[src/rtl/cas_pkg.sv]
package cas_pkg;

  localparam int CALL_BYTES = 3;
  localparam int WIDE_BYTES = 1;
  localparam int IDX_W      = 2;

  // Role resolution: configuration bit wins only when buffered.
  function automatic logic pick_master(input logic strap, input logic buffered,
                                       input logic cfg_bit);
    return buffered ? cfg_bit : strap;
  endfunction

  // Index of the final byte of a sequence for the given bus mode.
  function automatic logic [IDX_W-1:0] final_index(input logic wide);
    return wide ? IDX_W'(WIDE_BYTES - 1) : IDX_W'(CALL_BYTES - 1);
  endfunction

  // Master keeps a byte unless a slave owns it.
  function automatic logic master_keeps(input logic cascaded, input logic wide,
                                        input logic [IDX_W-1:0] idx);
    return !cascaded || (!wide && idx == '0);
  endfunction

  // Bytes a matched slave releases.
  function automatic logic slave_owns(input logic wide, input logic [IDX_W-1:0] idx);
    return wide ? (idx == '0) : (idx != '0);
  endfunction

endpackage

[src/rtl/cas_ack_seq.sv]
module cas_ack_seq
  import cas_pkg::*;
#(
  parameter int CAS_W = 3
) (
  input  logic             clk,
  input  logic             rst_n,
  input  logic             wide_cpu,
  input  logic             ack_begin,
  input  logic             ack_next,
  input  logic [CAS_W-1:0] svc_level,
  output logic             busy,
  output logic [IDX_W-1:0] idx,
  output logic [CAS_W-1:0] level_q,
  output logic             last_byte
);

  assign last_byte = busy && (idx == final_index(wide_cpu));

  always_ff @(posedge clk) begin
    if (!rst_n) begin
      busy    <= 1'b0;
      idx     <= '0;
      level_q <= '0;
    end else if (ack_begin) begin
      busy    <= 1'b1;
      idx     <= '0;
      level_q <= svc_level;
    end else if (ack_next && busy) begin
      if (last_byte) begin
        busy <= 1'b0;
        idx  <= '0;
      end else begin
        idx <= idx + 1'b1;
      end
    end
  end

endmodule

[src/rtl/cas_master_drive.sv]
module cas_master_drive
  import cas_pkg::*;
#(
  parameter int NUM_IN = 8,
  parameter int CAS_W  = $clog2(NUM_IN)
) (
  input  logic              busy,
  input  logic [IDX_W-1:0]  idx,
  input  logic              wide_cpu,
  input  logic [CAS_W-1:0]  level_q,
  input  logic [NUM_IN-1:0] slave_map,
  output logic              cascaded,
  output logic [CAS_W-1:0]  code,
  output logic              own_byte
);

  assign cascaded = busy && slave_map[level_q];
  assign code     = cascaded ? level_q : '0;
  assign own_byte = busy && master_keeps(cascaded, wide_cpu, idx);

endmodule

[src/rtl/cas_slave_match.sv]
module cas_slave_match
  import cas_pkg::*;
#(
  parameter int CAS_W = 3
) (
  input  logic             busy,
  input  logic [IDX_W-1:0] idx,
  input  logic             wide_cpu,
  input  logic [CAS_W-1:0] my_id,
  input  logic [CAS_W-1:0] cas_in,
  output logic             id_hit,
  output logic             own_byte
);

  assign id_hit   = busy && (cas_in == my_id);
  assign own_byte = id_hit && slave_owns(wide_cpu, idx);

endmodule

[src/rtl/cas_steer.sv]
module cas_steer
  import cas_pkg::*;
#(
  parameter int NUM_IN = 8,
  parameter int CAS_W  = $clog2(NUM_IN)
) (
  input  logic              clk,
  input  logic              rst_n,
  input  logic              strap_master,
  input  logic              buffered,
  input  logic              cfg_master,
  input  logic              wide_cpu,
  input  logic [NUM_IN-1:0] slave_map,
  input  logic              ack_begin,
  input  logic              ack_next,
  input  logic [CAS_W-1:0]  svc_level,
  input  logic [CAS_W-1:0]  cas_in,
  output logic              is_master,
  output logic              seq_busy,
  output logic [CAS_W-1:0]  cas_out,
  output logic              cas_oe,
  output logic              data_oe
);

  logic [IDX_W-1:0] byte_idx;
  logic [CAS_W-1:0] level_q;
  logic             last_byte;
  logic             m_cascaded;
  logic [CAS_W-1:0] m_code;
  logic             m_own;
  logic             s_hit;
  logic             s_own;

  assign is_master = pick_master(strap_master, buffered, cfg_master);

  cas_ack_seq #(.CAS_W(CAS_W)) seq_i (
    .clk       (clk),
    .rst_n     (rst_n),
    .wide_cpu  (wide_cpu),
    .ack_begin (ack_begin),
    .ack_next  (ack_next),
    .svc_level (svc_level),
    .busy      (seq_busy),
    .idx       (byte_idx),
    .level_q   (level_q),
    .last_byte (last_byte)
  );

  cas_master_drive #(.NUM_IN(NUM_IN), .CAS_W(CAS_W)) mst_i (
    .busy      (seq_busy),
    .idx       (byte_idx),
    .wide_cpu  (wide_cpu),
    .level_q   (level_q),
    .slave_map (slave_map),
    .cascaded  (m_cascaded),
    .code      (m_code),
    .own_byte  (m_own)
  );

  cas_slave_match #(.CAS_W(CAS_W)) slv_i (
    .busy     (seq_busy),
    .idx      (byte_idx),
    .wide_cpu (wide_cpu),
    .my_id    (slave_map[CAS_W-1:0]),
    .cas_in   (cas_in),
    .id_hit   (s_hit),
    .own_byte (s_own)
  );

  assign cas_oe  = is_master && m_cascaded;
  assign cas_out = is_master ? m_code : '0;
  assign data_oe = is_master ? m_own : s_own;

endmodule

[config.mk]
export PLATFORM = sky130hd
export DESIGN_NAME = cas_steer
export DESIGN_NICKNAME = d
export VERILOG_FILES = /design/src/rtl/cas_pkg.sv /design/src/rtl/cas_ack_seq.sv /design/src/rtl/cas_master_drive.sv /design/src/rtl/cas_slave_match.sv /design/src/rtl/cas_steer.sv
export SDC_FILE = /design/constraint.sdc
export NUM_CORES = 1
export LEC_CHECK = 0
export ABC_AREA = 1
export BUFFER_PORTS_ARGS = -buffer_cell sky130_fd_sc_hd__buf_4
export CAP_MARGIN = 20
export CORE_UTILIZATION = 25
export DETAILED_ROUTE_END_ITERATION = 12
export GPL_TIMING_DRIVEN = 0
export PLACE_DENSITY_LB_ADDON = 0.2
export SLEW_MARGIN = 5
export SYNTH_ARGS = -nofsm -noshare
export SYNTH_HDL_FRONTEND = slang
export SYNTH_SLANG_ARGS = --single-unit
[constraint.sdc]
create_clock -name clk -period 1.5 [get_ports clk]
set_input_delay 0.3 -clock clk [delete_from_list [all_inputs] [get_ports clk]]
set_output_delay 0.3 -clock clk [all_outputs]
set_load 0.02 [all_outputs]
# Word level (Yosys, flattened, before mapping)
# Index checks and enable logic that the tools add are counted.
totals:
  output_inout_bits: 7
  reg_bits: 6
  in_bits: 22
classes:
  bitwise: 1
  eq_ne: 2
  reduce_logical: 17
  n_mux: 12
  order_cmp: 1
  add_sub_neg: 1
op_table:
  columns: ["cell", "count"]
  rows:
  - ["logical AND 1 bit", 8]
  - ["two-way mux 1 bit", 7]
  - ["two-way mux 3 bit", 2]
  - ["nonzero test 2 bit", 3]
  - ["< comparator 3 x 4 -> 1 bit (second input constant)", 1]
  - ["two-way mux 2 bit", 2]
  - ["binary-select mux 1 bit (select 3 bit)", 1]
  - ["equality test 3 bit", 1]
  - ["adder 2 x 1 -> 2 bit (second input constant)", 1]
  - ["equality test 2 bit", 1]
  - ["logical NOT 1 bit", 2]
  - ["logical NOT 2 bit", 1]
  - ["AND reduction 2 bit", 1]
  - ["OR reduction 2 bit", 1]
  - ["logical OR 1 bit", 1]
  - ["NOT 1 bit", 1]

# Depth between registers and ports, before layout
# Gate-level depths: netlist (run 1).
depth:
  ltp_word: 7
  ltp_mapped: 9
  ltp_nobuf: 9

# Modules after synthesis
# From an unflattened synthesis (run 1), not the netlist that was laid out.
hier_totals:
  hier_cells: 117
  hier_area_um2: 614.3
by_module_without_submodules:
  columns: ["module", "area_each_um2", "seq_area_each_um2", "instances", "cells_per_inst"]
  rows:
  - ["cas_ack_seq", 274.0, 120.1, 1, 39]
  - ["cas_master_drive", 153.9, 0.0, 1, 37]
  - ["cas_steer", 102.6, 0.0, 1, 20]
  - ["cas_slave_match", 83.8, 0.0, 1, 21]

# Worst setup path before layout (run 1)
# Ideal clock, no wire load.
synth_timing:
  kind: "reg2out"
  startpoint: "register seq_i.idx[1]"
  endpoint: "output data_oe"
  t_required_ns: 1.200
  setup_slack_ns: -0.216
  path_buffers: 0
  path_stages_with_launch: 10
  t_arrival_ns: 1.416
  cell_sequence: "dfxtp_1 > inv_1 > ha_1 > ha_1 > inv_1 > nor2_1 > nand4_1 > nand2_1 > nand2_1 > nor2_1"
synth_between:
  elab_chain_cells: 5
  word_cells_on_any_way: 8
  cone_classes: "mux (2); reduce/logical (6)"
synth_lines:
  columns: ["element", "line", "rtl"]
  rows:
  - ["from (decl)", "cas_ack_seq.sv:13", "output logic [IDX_W-1:0] idx,"]
  - ["from (signal assigned)", "cas_ack_seq.sv:34", "idx <= idx + 1'b1;"]
  - ["logical NOT 2 bit", "cas_pkg.sv:21, cas_pkg.sv:26", null]
  - ["logical AND 1 bit", "cas_pkg.sv:21", "return !cascaded || (!wide && idx == '0);"]
  - ["logical OR 1 bit", "cas_pkg.sv:21", null]
  - ["logical AND 1 bit", "cas_master_drive.sv:19", "assign own_byte = busy && master_keeps(cascaded, wide_cpu, idx);"]
  - ["two-way mux 1 bit *", "cas_steer.sv:72", "assign data_oe = is_master ? m_own : s_own;"]
  - ["to (decl)", "cas_steer.sv:22", "output logic data_oe"]
# Every way passes the cells marked *; elsewhere a longest branch is shown, timed or not.

# Worst setup path in the final report (run 1)
layout_timing:
  startpoint: "register seq_i.idx[0]"
  endpoint: "output data_oe"
# Same word-level chain as after synthesis.

==> results.cfg, run 1 <==
[setup_path]
r2r_start = seq_i.idx[1]$_SDFFE_PP0P_
cp.required_ps = 1200
critPathLaunchType = flip-flop
worstSetupPathType = reg -> out
cp-end-kind = output port
crit_start = seq_i.idx[0]$_SDFFE_PP0P_
timing.rr.end = seq_i.idx[1]$_SDFFE_PP0P_
rr_worst_depth = 4
path_max_fanout = 2
ff2ff_setup_slack_ps = 410
worstPathArrival_ps = 1540

[global_routing]
grt_pass1_wl_mm = 1.911
grt_use_total = 0.1286
grt_pass1_vias = 516
grt_max_degree = 8
antenna_found_initial = 0
grt-ovfl-total = 0

[timing]
relSlewSlack = 0.7239
timing.setup.tns_ps = -823.7
finalSetupViolCount = 5
slew_violations = 0
max_freq_ghz = 0.5422
fin_ws_ps = -344.2
skew_ps = 0.1135
fin_crit_ps = 1844
finalCritPeriodShare = 1.229
hold_violations = 0
tightest_slew_ps = 411.4
rsz0062_at_grt = yes

[clocking]
htreeDepth = 1
clk_pin_slew_worst_paths_ps = 50
worstSkewPairLatency_ps = 250
cts_tree = done
cts.path.max_buffers = 2
clock_sinks = 6
root_buffer = clkbuf_4
cts_buffers = 3
ctsHoldBuffers = 0

[outcome]
failed_checks = negative setup slack
status = finished with violations

[yosys]
yosysWarnings = 0
syn_area_um2 = 474.2
yosysSeqAreaShare = 0.2533
netlist_instances = 79
synth-edff-count = 0
async_flop_share = 0
synthTopCellsByCount = inv_1, nand2_1, nor2_1
synth_top_area_cell = dfxtp_1
synth_top_area_frac = 0.2533
synth_cell_types = 16
ys_ff_latch = 6
synth.most_common_cell = inv_1
ys.flop_type = dfxtp_1
synth.avg_cell_area_um2 = 6.003
synthTopCellsByArea = dfxtp_1, inv_1, nand2_1
synth_nets = 103

[floorplanning]
core_area_mm2 = 0.001745
rows = 15
start_util = 0.2717
ios = 29
fp.dieH_um = 45.55
die_x_um = 45.55
die_area_mm2 = 0.002075

[placement]
dpl-instance-area_um2 = 730.7
io_buffers = 28
place_congestion = 0.6927
dp_hpwl_um = 904.6

[power_and_ir_drop]
p_per_area_mw_per_mm2 = 600.4
p_switching_uw = 152.5
combPwrFrac = 0.326
power.share.clock = 0.315
p_seq_frac = 0.359
ir_drop_mv = 0.3414
switching_share = 0.3076
p_leak_uw = 0.0004179
intPower_uw = 343.3

[route]
num_vias = 585
drt-pass1-iter-count = 4
drt_wl_total_mm = 1.159
ant_nets = 0
avgRoutedWirePerCell_um = 8.338
via_per_inst = 4.209
drtIter0Drc = 5
drc = 0

[finish]
fin_area_um2 = 825.8
fin_nets = 140
area_growth_pct = 74.14
num_antenna_cells = 0
drive_gt1_frac = 0.4649

[hold_path]
hp-start = rst_n
hold_depth = 3
worst_hold_path.endpoint = seq_i.level_q[0]$_SDFFE_PN0P_
hold_path.class = in -> reg

[job]
maxCapViolations = 0
-- critical path, stage by stage, from the launching register on --
cell,delay (ps)
dfxtp_2,320
inv_2,50
ha_4,150
ha_4,250
inv_2,30
nor2_2,60
nand4_1,80
nand2_1,80
nand2_2,60
nor2_4,80
buf_6,120
-- layout make-up --
cell class,instances,area (um^2)
well taps,25,31.28
multi-input cells,53,324.1
clock buffers,3,22.52
inverters,20,77.57
fillers,189,919.6
repair buffers,32,244.0
flip-flops and latches,6,126.4
-- layer usage --
metal / share of wire / vias up / track usage
met5: 0 / - / 0
met4: 0.020 / 0 / 0.09091
met3: 0.084 / 4 / 0.01190
met2: 0.41 / 27 / 0.2000
met1: 0.48 / 237 / 0.1647
li1: - / 317 / -
-- placed cells by master (no fill, tap or decap) --
cell type,n
or2_2,1
nand3_1,3
a21oi_1,6
dfxtp_4,1
nor2_2,2
nand3_2,4
buf_6,1
inv_4,1
nor3_1,3
nor2_4,1
xnor2_1,2
ha_4,2
inv_1,16
o21ai_1,1
clkbuf_4,3
nand2_1,14
nor2_1,5
nand4_1,1
dfxtp_1,3
buf_4,31
nand2_2,1
a21boi_0,1
o21ai_0,6
dfxtp_2,2
inv_2,3
-- sequential cells by signal (all words and copies together), names as in the netlist --
| register | count |
|---|---|
| seq_i.idx | 2 |
| seq_i.level_q | 3 |
| seq_i.busy | 1 |
-- metrics by stage --
step / instances / hold slack [ps] / worst slack (ps) / power (uW) / utilization
after global placement: 132 / 462.3 / -149.6 / 328.7 / 0.4186
after detailed placement: 132 / 466.5 / -164.7 / 330.2 / 0.4186
after CTS: 138 / 299.8 / -405.4 / 498.0 / 0.4645
final: 139 / 301.4 / -344.2 / 495.8 / 0.4731
after floorplan: 79 / 431.8 / -25.91 / 258.3 / -
after global routing: 139 / 308.6 / -402.1 / 529.0 / 0.4731
-- kinds of logic after synthesis --
group,count (synthesis),synth area share
flops,6,0.2533
xor+xnor,2,0.03695
simple gates,35,0.3457
fa+ha+maj,2,0.05276
buf+inv,20,0.1583
compound gates,14,0.1530
-- worst max path at each step --
stage                      end  slack, ps  depth (start not counted)
floorplan           cas_out[0]        -30                          6
global placement       data_oe       -150                          7
detailed placement     data_oe       -160                          7
CTS                    data_oe       -410                         10
global route           data_oe       -400                         10
finish                 data_oe       -340                         10
-- power groups by stage --
stage	clock network (uW)	logic, uW	registers (uW)
2_1_floorplan	0	76.9	181
3_3_place_gp	0	148	181
3_5_place_dp	0	149	181
4_1_cts	159	161	178
5_1_grt	168	181	180
6_report	156	162	178
-- repair_timing --
| action | CTS | global route |
|---|---|---|
| resized for setup | 9 | 2 |
| pin swaps | 5 | 4 |
| setup endpoints to repair | 5 | 5 |
| buffers inserted | 3 | 1 |
(Power assumes the default switching activity.)
==> inputs of run 2 (changes only) <==
--- a/config.mk
+++ b/config.mk
@@ -11,7 +11,7 @@
 export CORE_UTILIZATION = 25
 export DETAILED_ROUTE_END_ITERATION = 12
 export GPL_TIMING_DRIVEN = 0
-export PLACE_DENSITY_LB_ADDON = 0.2
+export PLACE_DENSITY = 0.61
 export SLEW_MARGIN = 5
 export SYNTH_ARGS = -nofsm -noshare
 export SYNTH_HDL_FRONTEND = slang
==> run 2 against run 1 <==
Against the previous run:
- the flow still finishes with violations (negative setup slack)
- critical path depth unchanged
- largest cell class unchanged
- critical path type unchanged
- global-route usage decreased by 0.50 points
- non-clock buffer count unchanged
- clock skew about the same
- register-to-register slack about the same
==> results.cfg, run 2 (synthesized netlist as in run 1, its figures left out) <==
[outcome]
status = finished with violations
failed_checks = negative setup slack

[floorplanning]
ios = 29
rows = 15
fp.dieH_um = 45.55
die_x_um = 45.55
core_area_mm2 = 0.001745
die_area_mm2 = 0.002075
start_util = 0.2717

[timing]
finalSetupViolCount = 5
finalCritPeriodShare = 1.267
hold_violations = 0
max_freq_ghz = 0.5262
fin_hold_ws_ps = 324.9
rsz0062_at_grt = yes
slew_violations = 0
fin_ws_ps = -400.3
tightest_slew_ps = 417.6
relSlewSlack = 0.7198
fin_crit_ps = 1900
skew_ps = 0.08357

[clocking]
cts_tree = done
clk_pin_slew_worst_paths_ps = 50
htreeDepth = 1
ctsHoldBuffers = 0
cts_buffers = 3
root_buffer = clkbuf_4
worstSkewPairLatency_ps = 240
cts.path.max_buffers = 2
clock_sinks = 6

[global_routing]
antenna_found_initial = 0
grt_max_degree = 8
grt-ovfl-total = 0
grt_pass1_vias = 499
grt_use_total = 0.1236
grt_pass1_wl_mm = 1.863

[finish]
top_regs = seq_i.level_q: 3 flops, seq_i.idx: 2 flops, seq_i.busy: 1 flops
fin_nets = 140
n_fill_cell = 195
regMostFlops = seq_i.level_q
largest_reg_flops = 3
num_antenna_cells = 0
fin_util = 0.4746
final_common_cell = buf_4
area_growth_pct = 74.67
final_cell_mix = buf_4, inv_1, nand2_1, a21oi_1, o21ai_0
drive_gt1_frac = 0.4737

[placement]
io_buffers = 28
dp_hpwl_um = 914.6
place_congestion = 0.7161

[route]
avgRoutedWirePerCell_um = 8.683
drt_wl_total_mm = 1.207
ant_nets = 0
drt-pass1-iter-count = 3
route.met3.wl_um = 92
via_per_inst = 4.309
num_vias = 599
top_layer_used = met3
drtIter0Drc = 4
drc = 0
wl_met2_um = 583
m1WireLength_um = 531

[power_and_ir_drop]
p_leak_uw = 0.0004155
switching_share = 0.2959
intPower_uw = 345.5
p_seq_frac = 0.364
power.share.clock = 0.298
p_switching_uw = 145.2
combPwrFrac = 0.338
p_per_area_mw_per_mm2 = 592.5
ir_drop_mv = 0.2814

[hold_path]
hold_path.class = in -> reg
hold_depth = 4
hp-start = ack_begin
worst_hold_path.endpoint = seq_i.idx[0]$_SDFFE_PP0P_

[setup_path]
critPathLaunchType = flip-flop
timing.rr.end = seq_i.idx[1]$_SDFFE_PP0P_
cp-end-kind = output port
slowest_stage = dfxtp_2
path_max_fanout = 3
r2r_start = seq_i.idx[1]$_SDFFE_PP0P_
path_cells = inv_2 > ha_4 > ha_4 > inv_2 > nor2_2 > nand4_1 > nand2_1 > nand2_2 > nor2_4 > buf_6
ff2ff_setup_slack_ps = 410
rr_worst_depth = 4
cp.required_ps = 1200
cp_num_buf_inv = 3
crit_family = simple AND/OR/NAND/NOR gates
worstPathArrival_ps = 1600
worstSetupPathType = reg -> out
cp_slowest_stage_delay_ps = 320

[job]
maxCapViolations = 0
run 2: cell counts in the layout (fill, tap and decap cells not counted):
Identical to the previous run, type by type.
run 2: area by class of cell:
class	count	area [um^2]	area share
timing repair buffer	32	244.0	0.2946
clock buffer	3	22.52	0.02719
inverter	20	77.57	0.09366
sequential	6	126.4	0.1526
tap	25	31.28	0.03776
multi-input combinational	53	326.6	0.3943
run 2: per-stage QoR:
stage          area (um^2)  setup TNS, ps  power, uW  instances  setup WS, ps
6_report             828.3         -848.8      490.7        139        -400.3
5_1_grt              828.3          -1325      519.3        139        -467.3
4_1_cts              788.3         -895.0      487.0        138        -410.0
3_5_place_dp         730.7         -171.3      330.0        132        -171.3
3_3_place_gp         730.7         -145.0      328.9        132        -145.0
2_1_floorplan        489.2         -89.55      258.3         79        -25.91
run 2: worst max path at each step:
stage | start | endpoint | slack [ps] | depth (start not counted)
floorplan | seq_i.level_q[0]$_SDFFE_PN0P_ | cas_out[0] | -30 | 6
global placement | seq_i.idx[1]$_SDFFE_PP0P_ | data_oe | -140 | 7
detailed placement | seq_i.idx[1]$_SDFFE_PP0P_ | data_oe | -170 | 7
CTS | seq_i.idx[0]$_SDFFE_PP0P_ | data_oe | -410 | 10
global route | seq_i.idx[1]$_SDFFE_PP0P_ | data_oe | -470 | 10
finish | seq_i.idx[0]$_SDFFE_PP0P_ | data_oe | -400 | 10
run 2: what timing repair did:
item	CTS	global route
gates resized for setup	5	7
setup endpoints to repair	5	5
setup buffers	3	1
pin swaps	1	6
run 2: tightest hold or removal path: stages:
cell and delay [ps]:
buf_4 80, nor2_1 40, o21ai_0 60, a21oi_1 40
run 2: layer usage:
| metal | vias up | global-route usage |
|---|---|---|
| met4 | 0 | 0.07273 |
| met5 | - | 0 |
| met3 | 0 | 0.02778 |
| met1 | 259 | 0.1500 |
| met2 | 22 | 0.1971 |
| li1 | 318 | - |
run 2: power by group through the flow:
stage	clock network (uW)	logic, uW	registers (uW)
after floorplan	0	76.9	181
after global placement	0	148	181
after detailed placement	0	149	181
after CTS	151	158	178
after global routing	156	184	180
final	146	166	179
